$ cat config.mk
export PLATFORM = sky130hd
export DESIGN_NAME = bmwin_top
export DESIGN_NICKNAME = d
export VERILOG_FILES = /design/src/rtl/bmwin_pkg.sv /design/src/rtl/bmwin_decode.sv /design/src/rtl/bmwin_chan.sv /design/src/rtl/bmwin_rdmux.sv /design/src/rtl/bmwin_top.sv
export SDC_FILE = /design/constraint.sdc
export NUM_CORES = 1
export LEC_CHECK = 0
export ABC_CLOCK_PERIOD_IN_PS = 3160
export CAP_MARGIN = 20
export CORE_UTILIZATION = 55
export DETAILED_ROUTE_END_ITERATION = 6
export PLACE_DENSITY_LB_ADDON = 0.1
export SYNTH_ARGS = -nofsm -noshare
export SYNTH_HDL_FRONTEND = slang
export SYNTH_SLANG_ARGS = --single-unit
$ cat constraint.sdc
create_clock -name clk -period 3.16 [get_ports clk]
set_clock_uncertainty 0.15 [all_clocks]
set_input_delay 0.632 -clock clk [delete_from_list [all_inputs] [get_ports clk]]
set_output_delay 0.632 -clock clk [all_outputs]
set_load 0.05 [all_outputs]
$ cat src/rtl/bmwin_pkg.sv
package bmwin_pkg;

   // bytes owned by one channel inside the window
   localparam int CH_SPAN = 8;

   typedef enum logic [1:0] {
      SZ_BYTE = 2'd0,
      SZ_HALF = 2'd1,
      SZ_WORD = 2'd2,
      SZ_RSVD = 2'd3
   } acc_size_e;

   // control byte offsets inside a channel slice
   localparam logic [1:0] OFF_CMD  = 2'd0;
   localparam logic [1:0] OFF_MODE = 2'd1;
   localparam logic [1:0] OFF_STAT = 2'd2;
   localparam logic [1:0] OFF_TIM  = 2'd3;

   // status byte fields
   localparam int         ST_ACT     = 0;
   localparam int         ST_ERR     = 1;
   localparam int         ST_IRQ     = 2;
   localparam logic [7:0] ST_RW_MASK  = 8'h60;
   localparam logic [7:0] ST_W1C_MASK = 8'h06;

   // bits of the shared mode byte owned by this window
   localparam logic [7:0] MODE_BLK_MASK = 8'h30;

   function automatic logic [31:0] fill_ones(acc_size_e s);
      case (s)
         SZ_BYTE: return 32'h0000_00FF;
         SZ_HALF: return 32'h0000_FFFF;
         default: return 32'hFFFF_FFFF;
      endcase
   endfunction

endpackage

$ cat src/rtl/bmwin_decode.sv
module bmwin_decode
   import bmwin_pkg::*;
#(
   parameter int NUM_CH = 2,
   localparam int AW  = $clog2(NUM_CH * CH_SPAN),
   localparam int CHW = (NUM_CH > 1) ? $clog2(NUM_CH) : 1
) (
   input  logic [AW-1:0]  req_addr,
   input  acc_size_e      req_size,
   input  logic [31:0]    req_wdata,
   output logic           legal,
   output logic           is_ctrl,
   output logic [1:0]     off,
   output logic [CHW-1:0] ch_idx,
   output logic [3:0]     lane_mask,
   output logic [31:0]    wlane
);

   assign is_ctrl = ~req_addr[2];
   assign off     = req_addr[1:0];
   assign wlane   = req_wdata << {req_addr[1:0], 3'b000};

   generate
      if (NUM_CH > 1) begin : g_multi
         assign ch_idx = req_addr[AW-1:3];
      end else begin : g_single
         assign ch_idx = '0;
      end
   endgenerate

   always_comb begin
      legal     = 1'b0;
      lane_mask = 4'b0000;
      case (req_size)
         SZ_BYTE: begin
            legal     = 1'b1;
            lane_mask = 4'b0001 << req_addr[1:0];
         end
         SZ_HALF: begin
            legal     = ~is_ctrl & ~req_addr[0];
            lane_mask = 4'b0011 << req_addr[1:0];
         end
         SZ_WORD: begin
            legal     = ~is_ctrl & (req_addr[1:0] == 2'b00);
            lane_mask = 4'b1111;
         end
         default: begin
            legal     = 1'b0;
            lane_mask = 4'b0000;
         end
      endcase
   end

endmodule

$ cat src/rtl/bmwin_chan.sv
module bmwin_chan
   import bmwin_pkg::*;
(
   input  logic        clk,
   input  logic        rst_n,
   input  logic        wr_en,
   input  logic        is_ctrl,
   input  logic [1:0]  off,
   input  logic [3:0]  lane_mask,
   input  logic [31:0] wlane,
   input  logic        act_set,
   input  logic        act_clr,
   input  logic        err_set,
   input  logic        irq_set,
   output logic [7:0]  cmd_q,
   output logic [7:0]  stat_q,
   output logic [7:0]  tim_q,
   output logic [31:0] addr_q,
   output logic        cmd_stb
);

   logic       wr_cmd, wr_stat, wr_tim, wr_addr;
   logic [7:0] wbyte;
   logic [7:0] stat_d;
   logic [31:0] addr_d;

   assign wbyte   = wlane[{off, 3'b000} +: 8];
   assign wr_cmd  = wr_en & is_ctrl & (off == OFF_CMD);
   assign wr_stat = wr_en & is_ctrl & (off == OFF_STAT);
   assign wr_tim  = wr_en & is_ctrl & (off == OFF_TIM);
   assign wr_addr = wr_en & ~is_ctrl;

   always_comb begin
      stat_d = stat_q;
      if (wr_stat) begin
         stat_d = (wbyte & ST_RW_MASK)
                | (stat_q & 8'h01)
                | (stat_q & ~wbyte & ST_W1C_MASK);
      end
      if (act_set)      stat_d[ST_ACT] = 1'b1;
      else if (act_clr) stat_d[ST_ACT] = 1'b0;
      if (err_set)      stat_d[ST_ERR] = 1'b1;
      if (irq_set)      stat_d[ST_IRQ] = 1'b1;
   end

   always_comb begin
      addr_d = addr_q;
      for (int b = 0; b < 4; b++) begin
         if (wr_addr && lane_mask[b]) addr_d[b*8 +: 8] = wlane[b*8 +: 8];
      end
      addr_d[1:0] = 2'b00;
   end

   always_ff @(posedge clk or negedge rst_n) begin
      if (!rst_n) begin
         cmd_q   <= '0;
         stat_q  <= '0;
         tim_q   <= '0;
         addr_q  <= '0;
         cmd_stb <= 1'b0;
      end else begin
         cmd_stb <= wr_cmd;
         stat_q  <= stat_d;
         addr_q  <= addr_d;
         if (wr_cmd) cmd_q <= wbyte;
         if (wr_tim) tim_q <= wbyte;
      end
   end

   // bits 3, 4 and 7 of the status byte never become one
   p_rsvd_zero_r5: assert property (@(posedge clk) disable iff (!rst_n)
      (stat_q[3] == 1'b0) && (stat_q[4] == 1'b0) && (stat_q[7] == 1'b0));

   // the status byte holds when nothing touches it
   p_stat_hold_r5: assert property (@(posedge clk) disable iff (!rst_n)
      (!wr_stat && !act_set && !act_clr && !err_set && !irq_set) |=> $stable(stat_q));

   // a set pulse always lands, even against a same-cycle clear
   p_err_set_r6: assert property (@(posedge clk) disable iff (!rst_n)
      err_set |=> stat_q[ST_ERR]);
   p_act_set_r6: assert property (@(posedge clk) disable iff (!rst_n)
      act_set |=> stat_q[ST_ACT]);

   // the two low address bits never hold a one
   p_addr_lsb_r9: assert property (@(posedge clk) disable iff (!rst_n)
      addr_q[1:0] == 2'b00);

   // the command strobe lasts one cycle per write
   p_cmd_pulse_r8: assert property (@(posedge clk) disable iff (!rst_n)
      (cmd_stb && !wr_cmd) |=> !cmd_stb);

endmodule

$ cat src/rtl/bmwin_rdmux.sv
module bmwin_rdmux
   import bmwin_pkg::*;
(
   input  logic        legal,
   input  logic        is_ctrl,
   input  logic [1:0]  off,
   input  acc_size_e   size,
   input  logic [7:0]  cmd_b,
   input  logic [7:0]  mode_b,
   input  logic [7:0]  stat_b,
   input  logic [7:0]  tim_b,
   input  logic [31:0] addr_w,
   output logic [31:0] rdata
);

   logic [31:0] shifted;

   assign shifted = addr_w >> {off, 3'b000};

   always_comb begin
      if (!legal) begin
         rdata = fill_ones(size);
      end else if (is_ctrl) begin
         case (off)
            OFF_CMD:  rdata = {24'h0, cmd_b};
            OFF_MODE: rdata = {24'h0, mode_b};
            OFF_STAT: rdata = {24'h0, stat_b};
            default:  rdata = {24'h0, tim_b};
         endcase
      end else begin
         rdata = shifted & fill_ones(size);
      end
   end

endmodule

$ cat src/rtl/bmwin_top.sv
module bmwin_top
   import bmwin_pkg::*;
#(
   parameter int NUM_CH = 2,
   localparam int AW  = $clog2(NUM_CH * CH_SPAN),
   localparam int CHW = (NUM_CH > 1) ? $clog2(NUM_CH) : 1
) (
   input  logic                 clk,
   input  logic                 rst_n,
   input  logic                 req_valid,
   input  logic                 req_write,
   input  logic [AW-1:0]        req_addr,
   input  logic [1:0]           req_size,
   input  logic [31:0]          req_wdata,
   output logic                 rsp_valid,
   output logic [31:0]          rsp_rdata,
   input  logic [7:0]           mode_in,
   output logic                 mode_wr,
   output logic [7:0]           mode_wdata,
   output logic [NUM_CH-1:0]    cmd_stb,
   output logic [7:0]           cmd_data,
   input  logic [NUM_CH-1:0]    act_set,
   input  logic [NUM_CH-1:0]    act_clr,
   input  logic [NUM_CH-1:0]    err_set,
   input  logic [NUM_CH-1:0]    irq_set,
   output logic [NUM_CH*32-1:0] prd_addr
);

   // the shared mode byte carries one block bit per channel, so two at most
   generate
      if (NUM_CH < 1 || NUM_CH > 2) begin : g_bad_ch
         $error("bmwin_top: NUM_CH must be 1 or 2");
      end
   endgenerate

   acc_size_e      size_e;
   logic           legal, is_ctrl;
   logic [1:0]     off;
   logic [CHW-1:0] ch_idx;
   logic [3:0]     lane_mask;
   logic [31:0]    wlane;
   logic           wr_ok, rd_req, mode_hit;
   logic [31:0]    rdata_c;

   logic [7:0]  cmd_arr  [NUM_CH];
   logic [7:0]  stat_arr [NUM_CH];
   logic [7:0]  tim_arr  [NUM_CH];
   logic [31:0] addr_arr [NUM_CH];

   assign size_e   = acc_size_e'(req_size);
   assign wr_ok    = req_valid & req_write & legal;
   assign rd_req   = req_valid & ~req_write;
   assign mode_hit = wr_ok & is_ctrl & (off == OFF_MODE);

   bmwin_decode #(.NUM_CH(NUM_CH)) u_decode (
      .req_addr  (req_addr),
      .req_size  (size_e),
      .req_wdata (req_wdata),
      .legal     (legal),
      .is_ctrl   (is_ctrl),
      .off       (off),
      .ch_idx    (ch_idx),
      .lane_mask (lane_mask),
      .wlane     (wlane)
   );

   generate
      for (genvar c = 0; c < NUM_CH; c++) begin : g_ch
         bmwin_chan u_chan (
            .clk       (clk),
            .rst_n     (rst_n),
            .wr_en     (wr_ok && (ch_idx == CHW'(c))),
            .is_ctrl   (is_ctrl),
            .off       (off),
            .lane_mask (lane_mask),
            .wlane     (wlane),
            .act_set   (act_set[c]),
            .act_clr   (act_clr[c]),
            .err_set   (err_set[c]),
            .irq_set   (irq_set[c]),
            .cmd_q     (cmd_arr[c]),
            .stat_q    (stat_arr[c]),
            .tim_q     (tim_arr[c]),
            .addr_q    (addr_arr[c]),
            .cmd_stb   (cmd_stb[c])
         );
         assign prd_addr[c*32 +: 32] = addr_arr[c];
      end
   endgenerate

   bmwin_rdmux u_rdmux (
      .legal   (legal),
      .is_ctrl (is_ctrl),
      .off     (off),
      .size    (size_e),
      .cmd_b   (cmd_arr[ch_idx]),
      .mode_b  (mode_in),
      .stat_b  (stat_arr[ch_idx]),
      .tim_b   (tim_arr[ch_idx]),
      .addr_w  (addr_arr[ch_idx]),
      .rdata   (rdata_c)
   );

   always_ff @(posedge clk or negedge rst_n) begin
      if (!rst_n) begin
         rsp_valid  <= 1'b0;
         rsp_rdata  <= '0;
         mode_wr    <= 1'b0;
         mode_wdata <= '0;
         cmd_data   <= '0;
      end else begin
         rsp_valid <= rd_req;
         mode_wr   <= mode_hit;
         if (rd_req) rsp_rdata <= rdata_c;
         if (mode_hit) begin
            mode_wdata <= (mode_in & ~MODE_BLK_MASK) | (wlane[15:8] & MODE_BLK_MASK);
         end
         if (wr_ok && is_ctrl && off == OFF_CMD) cmd_data <= wlane[7:0];
      end
   end

   // every read is answered on the next cycle, writes never are
   p_rsp_read_r2: assert property (@(posedge clk) disable iff (!rst_n)
      rd_req |=> rsp_valid);
   p_rsp_write_r2: assert property (@(posedge clk) disable iff (!rst_n)
      (req_valid && req_write) |=> !rsp_valid);

   // mode update keeps every bit the window does not own
   p_mode_merge_r4: assert property (@(posedge clk) disable iff (!rst_n)
      (req_valid && req_write && req_size == 2'd0 && req_addr[2:0] == 3'd1)
      |=> (mode_wr && ((mode_wdata & ~MODE_BLK_MASK) == ($past(mode_in) & ~MODE_BLK_MASK))));

   // a non-byte write at a control offset never reaches the mode byte
   p_mode_quiet_r3: assert property (@(posedge clk) disable iff (!rst_n)
      (req_valid && req_write && req_size != 2'd0 && !req_addr[2]) |=> !mode_wr);

   // only one channel strobes a command at a time
   p_cmd_onehot_r8: assert property (@(posedge clk) disable iff (!rst_n)
      $onehot0(cmd_stb));

endmodule

Yosys cells after proc, flatten, opt, wreduce, memory -nomap -nowiden
Index checks and enable logic that the tools add are counted.
- $lt $le $gt $ge: 1
- mux-type cells: 30
- bitwise gates (word level): 31
- equality and inequality tests: 5
- shift operators: 5
- reductions and logical operators: 20
- operators with widths (cell ; number):
    $mux W32 ; 7
    $mux W8 ; 9
    $pmux W32 S2 ; 1
    $and A32 B32 Y32 ; 1
    $shiftx A32 B6 Y8 ; 1
    $shl A32 B5 Y32 ; 1
    $shr A32 B5 Y32 ; 1
    $pmux W8 S3 ; 1
    $and A1 B1 Y1 ; 17
    $or A7 B1 Y7 ; 2
    $or A7 B3 Y7 ; 2
    $logic_and A1 B1 Y1 ; 12
    $pmux W4 S3 ; 1
    $mux W1 ; 8
    $or A8 B6 Y8 ; 1
    $reduce_bool A2 Y1 ; 4
    $and A3 B3 Y3 ; 2
    $eq A2 B2 Y1 const B ; 3
    $mux W3 ; 2
    $reduce_bool A3 Y1 ; 2
    $eq A2 B1 Y1 const B ; 2
    $logic_not A2 Y1 ; 2
    $not A1 Y1 ; 4
    $shl A1 B2 Y4 const A ; 1
    5 further kinds ; 5
- output and inout bits: 116
- input bits: 58
- register bits: 160
- logic and storage cells: 119

Longest topological paths before layout
- depth in word-level cells: 10
- mapped depth: 9
- mapped depth without buffers: 6

By module
Synthesis repeated with hierarchy kept, for this count alone.
- cell total of the unflattened synthesis: 623
- area, all modules: 8369.3 µm²
- by module, submodules not included (module ; instances ; cells an instance ; area each (µm²) ; sequential area each (µm²)):
    bmwin_chan ; 2 ; 124 ; 2059.5 ; 1301.2
    bmwin_top ; 1 ; 174 ; 2576.2 ; 1251.2
    bmwin_rdmux ; 1 ; 114 ; 980.9 ; 0.0
    bmwin_decode ; 1 ; 87 ; 693.2 ; 0.0

Worst setup path after synthesis
Ideal clock, no wire load.
- path type: input to register
- start point: in req_size[1]
- end point: reg mode_wdata[0]
- buffers on the path: 3
- cell stages on the path: 9
- path slack: 767 ps
- required time: 2885 ps
- library setup time: 125 ps
- data arrival time: 2118 ps
- cells stage by stage: inv_1 -> ha_1 -> clkbuf_2 -> nand2b_1 -> clkbuf_2 -> nor2_1 -> and3_1 -> buf_2 -> mux2_2
- longest elaborated chain between the ends: 5
- elaborated cells on any way between the ends: 7
- those cells by class: eq/ne (2); mux (1); bitwise (3); reduce/logical (1)
- RTL lines (item ; line ; source):
    start, declared ; bmwin_top.sv:13 ; input logic [1:0] req_size,
    $eq A2 B2 Y1, or another cell as far along ; bmwin_decode.sv:34 ; case (req_size)
    $pmux W1 S3 * ; bmwin_decode.sv:34 ;
    $and A1 B1 Y1 * ; bmwin_top.sv:51 ; assign wr_ok = req_valid & req_write & legal;
    $and A1 B1 Y1 * (2 in series) ; bmwin_top.sv:53 ; assign mode_hit = wr_ok & is_ctrl & (off == OFF_MODE);
    via mode_hit ; bmwin_top.sv:42 ; logic wr_ok, rd_req, mode_hit;
    end signal, assigned ; bmwin_top.sv:116 ; mode_wdata <= (mode_in & ~MODE_BLK_MASK) | (wlane[15:8] & MODE_BLK_MASK);
    end, declared ; bmwin_top.sv:19 ; output logic [7:0] mode_wdata,
The timed path passes the listed nets; every way through them passes the cells marked *.
A chain may end at the register's enable or synchronous reset.

Worst setup path in the final report
- start point: in req_size[0]
- end point: reg g_ch[1].u_chan.addr_q[12]
- longest elaborated chain between the ends: 6
- elaborated cells on any way between the ends: 9
- those cells by class: eq/ne (2); mux (2); bitwise (2); reduce/logical (3)
- RTL lines (item ; line ; source):
    $eq A2 B2 Y1, or another cell as far along ; bmwin_decode.sv:34 ;
    $pmux W1 S3 ; bmwin_decode.sv:34 ;
    $and A1 B1 Y1 ; bmwin_top.sv:51 ;
    $logic_and A1 B1 Y1 ; bmwin_top.sv:72 ; .wr_en (wr_ok && (ch_idx == CHW'(c))),
    $and A1 B1 Y1 ; bmwin_chan.sv:31 ; assign wr_addr = wr_en & ~is_ctrl;
    $logic_and A1 B1 Y1 * ; bmwin_chan.sv:49 ; if (wr_addr && lane_mask[b]) addr_d[b*8 +: 8] = wlane[b*8 +: 8];
    end signal, assigned ; bmwin_chan.sv:64 ; addr_q <= addr_d;
    end, declared ; bmwin_chan.sv:18 ; output logic [31:0] addr_q,
Mark *: on every way between the ends. The rest lies on a longest branch, timed or not.

==> run_results.csv <==
group,metric,value,unit
status,outcome,"finished clean",
global_routing,antenna_found_initial,1,
die,die-area,0.0150,mm2
timing,hold_violations,0,
timing,finalSetupViolations,0,
finish,drive_gt1_share,27.0,%
synth,netlist_area,0.00799,mm2
pwr,p_per_area,571,mW/mm2
setup_path,rr_startpoint,"g_ch[1].u_chan.addr_q[17]$_DFFE_PN0P_",
detailed_routing,wl_per_cell,22.6,um
global_routing,grt_pass1_wl,35900,um
clock_tree,clkSlewWorstSetupHoldPaths,0.06,ns
clock_tree,numCtsBuffers,17,
synth,avgSynthCellArea,12.3,um2
synth,synth_area_leaders,"dfrtp_1 48%, mux2_2 19%, mux2i_1 7.5%, o21ai_0 2.1%, a22o_1 1.9%",
detailed_routing,detail-route-antenna-nets,0,
clock_tree,clk_latency,0.42,ns
detailed_routing,via_count,6213,
timing,min_period,2.79,ns
die,rows,43,
clock_tree,ctsResizeCount,0,
synth,synth_edf_count,0,
setup_path,path_class,"in -> reg",
synth,ys_seq_area_share,48.3,%
place,dp_slack,-0.0211,ns
setup_path,startpoint_type,"input pin",
timing,drv_slew,0,
synth,netlist-cell-type-count,53,
synth,synth_top_area_share,48.3,%
setup_path,cp-startpoint,"req_size[0]",
detailed_routing,drt_first_pass_iters,5,
die,coreArea,0.0140,mm2
timing,slew_headroom,41.8,%
timing,rsz0062_at_grt,"no",
setup_path,slowest_delay,0.56,ns
synth,synth_flop_cell,"dfrtp_1",
clock_tree,cts_tree,"built",
global_routing,grt_max_degree,60,
finish,syn_to_final_growth,31.9,%
timing,worst_slack,0.375,ns
min_path,hold_class,"in -> async",
synth,yosysMostFrequentCell,"dfrtp_1",
synth,yosys_warnings,0,
setup_path,r2r_setup_slack,1.36,ns
global_routing,gr-total-overflow,0,
setup_path,cp-end-kind,"flop",
finish,instances_no_fill,1021,
synth,synthTopCellsByCount,"154 x dfrtp_1, 132 x mux2_2, 60 x mux2i_1",
synth,synth-seq-cells,154,
setup_path,critical_path_required,3.32,ns
timing,fmax,359,MHz
setup_path,crit_fanout,8,
setup_path,slowest_stage,"clkdlybuf4s50_1",
place,routabilityCongestion,0.913,
detailed_routing,routed_via_density,6.09,
place,dp_hpwl,16900,um
setup_path,crit_chain,"clkdlybuf4s50_1, inv_1, ha_1, and3b_1, a21oi_1, nor3b_4, mux2_2",
global_routing,grtUsageTotal,32.4,%
detailed_routing,drtIter0Drc,477,
pwr,p_leak,4.78,nW
clock_tree,clockBufferDepth,2,
synth,ys_async_sr_fraction,100,%
place,dp.cells,988,
synth,yosysTopAreaCell,"dfrtp_1",
die,ios,174,
job,cap_violations,0,
timing,worstMarginPinSlew,0.866,ns
clock_tree,cts.sinks,154,
timing,period_share,88.1,%
finish,fin_nets,889,
die,fp.dieH,122,um
die,die-width,122,um
global_routing,grt_pass1_vias,6283,
setup_path,cp.arrival,2.94,ns
clock_tree,holdBufCountCts,0,
place,io_buffers,169,
synth,syn_inst,647,
detailed_routing,drc_errors,0,
pwr,max-vdd-ir-drop,0.359,mV
clock_tree,cts_max_level,4,
detailed_routing,wl,23100,um
clock_tree,cts_setup_buffers,0,
clock_tree,cts_root_buffer,"clkbuf_16",
die,start_util,56.9,%
-- cell families (layout without fill, tap and decap cells) --
group | count (synthesis) | after routing | synth area share (%)
compound gates | 120 | 120 | 10.2
flops | 154 | 154 | 48.3
fa+ha+maj | 4 | 4 | 0.627
other cells | 1 | 5 | 0.0470
simple gates | 107 | 107 | 8.27
mux | 204 | 204 | 28.8
buf+inv | 57 | 247 | 3.87
-- registers in the layout, summed over array words and instances, names as in the netlist, 2 cells and up --
signal	count
g_ch.u_chan.addr_q	60
cmd_data	8
rsp_rdata	32
mode_wdata	8
g_ch.u_chan.stat_q	10
g_ch.u_chan.tim_q	16
g_ch.u_chan.cmd_stb	2
g_ch.u_chan.cmd_q	16
-- layout by cell type, fill, tap and decap left out, drive strengths merged, types with 5 or more instances in the layout --
cell / instances
a211oi: 11
a21o: 7
a21oi: 13
a221o: 9
a22o: 17
a31oi: 8
and2: 9
buf: 42
clkbuf: 20
clkdlybuf4s50: 165
clkinv: 6
dfrtp: 154
inv: 8
mux2: 140
mux2i: 60
nand2: 17
nand2b: 6
nand3: 8
nor2: 30
nor2b: 10
nor3: 6
nor3b: 5
o21ai: 35
o22ai: 10
-- cell type report --
type / instances / area, um2
multi-input combinational: 439 / 3830
clock buffer: 20 / 457
sequential: 154 / 3850
antenna: 1 / 2.50
timing repair buffer: 207 / 2000
tap: 180 / 225
clock inverter: 12 / 124
fill: 923 / 3510
inverter: 8 / 30.0
-- metal layers --
| metal | wire (um) | track usage, % | up-vias |
|---|---|---|---|
| met3 | 1480 | 5.72 | 50 |
| met4 | 630 | 11.9 | 0 |
| met1 | 10600 | 46.8 | 3134 |
| met5 | 0 | 0 | - |
| li1 | - | - | 2737 |
| met2 | 10500 | 48.6 | 292 |
-- stage by stage --
step	setup TNS (ns)	utilization, %	instance area [um2]	hold slack [ns]	total power [mW]
floorplan	0	-	8000	0.186	3.38
global placement	0	70.8	9950	0.308	3.99
detailed placement	-0.112	70.8	9950	0.320	4.03
CTS	0	75.0	10500	0.0265	6.02
global route	0	75.0	10500	0.0525	6.22
finish	0	75.0	10500	0.0168	6.02
-- report_power, final --
part,switching [mW],total [mW],internal (mW),leakage [nW]
sequential,0.150,2.32,2.17,2.02
combinational,1.06,1.70,0.635,2.49
clock,0.806,2.00,1.20,0.278
-- critical path: cells and delay by family --
kind	cells	cell delay (ns)
and+or+nand+nor	2	0.71
muxes	1	0.40
buffers and inverters	2	0.66
AOI/OAI and AO/OA	1	0.24
adders and majority gates	1	0.28
-- final timing paths --
check,end,cells after the start
max,g_ch[1].u_chan.addr_q[12]$_DFFE_PN0P_,7
min,rsp_rdata[30]$_DFFE_PN0P_,1
max reg2reg,rsp_rdata[9]$_DFFE_PN0P_,4
min reg2reg,g_ch[1].u_chan.stat_q[2]$_DFFE_PN0P_,1
max in group asynchronous,g_ch[1].u_chan.addr_q[19]$_DFFE_PN0P_,2
min in group clk,g_ch[1].u_chan.stat_q[2]$_DFFE_PN0P_,1
No activity file was read; power rests on OpenSTA's default activity.
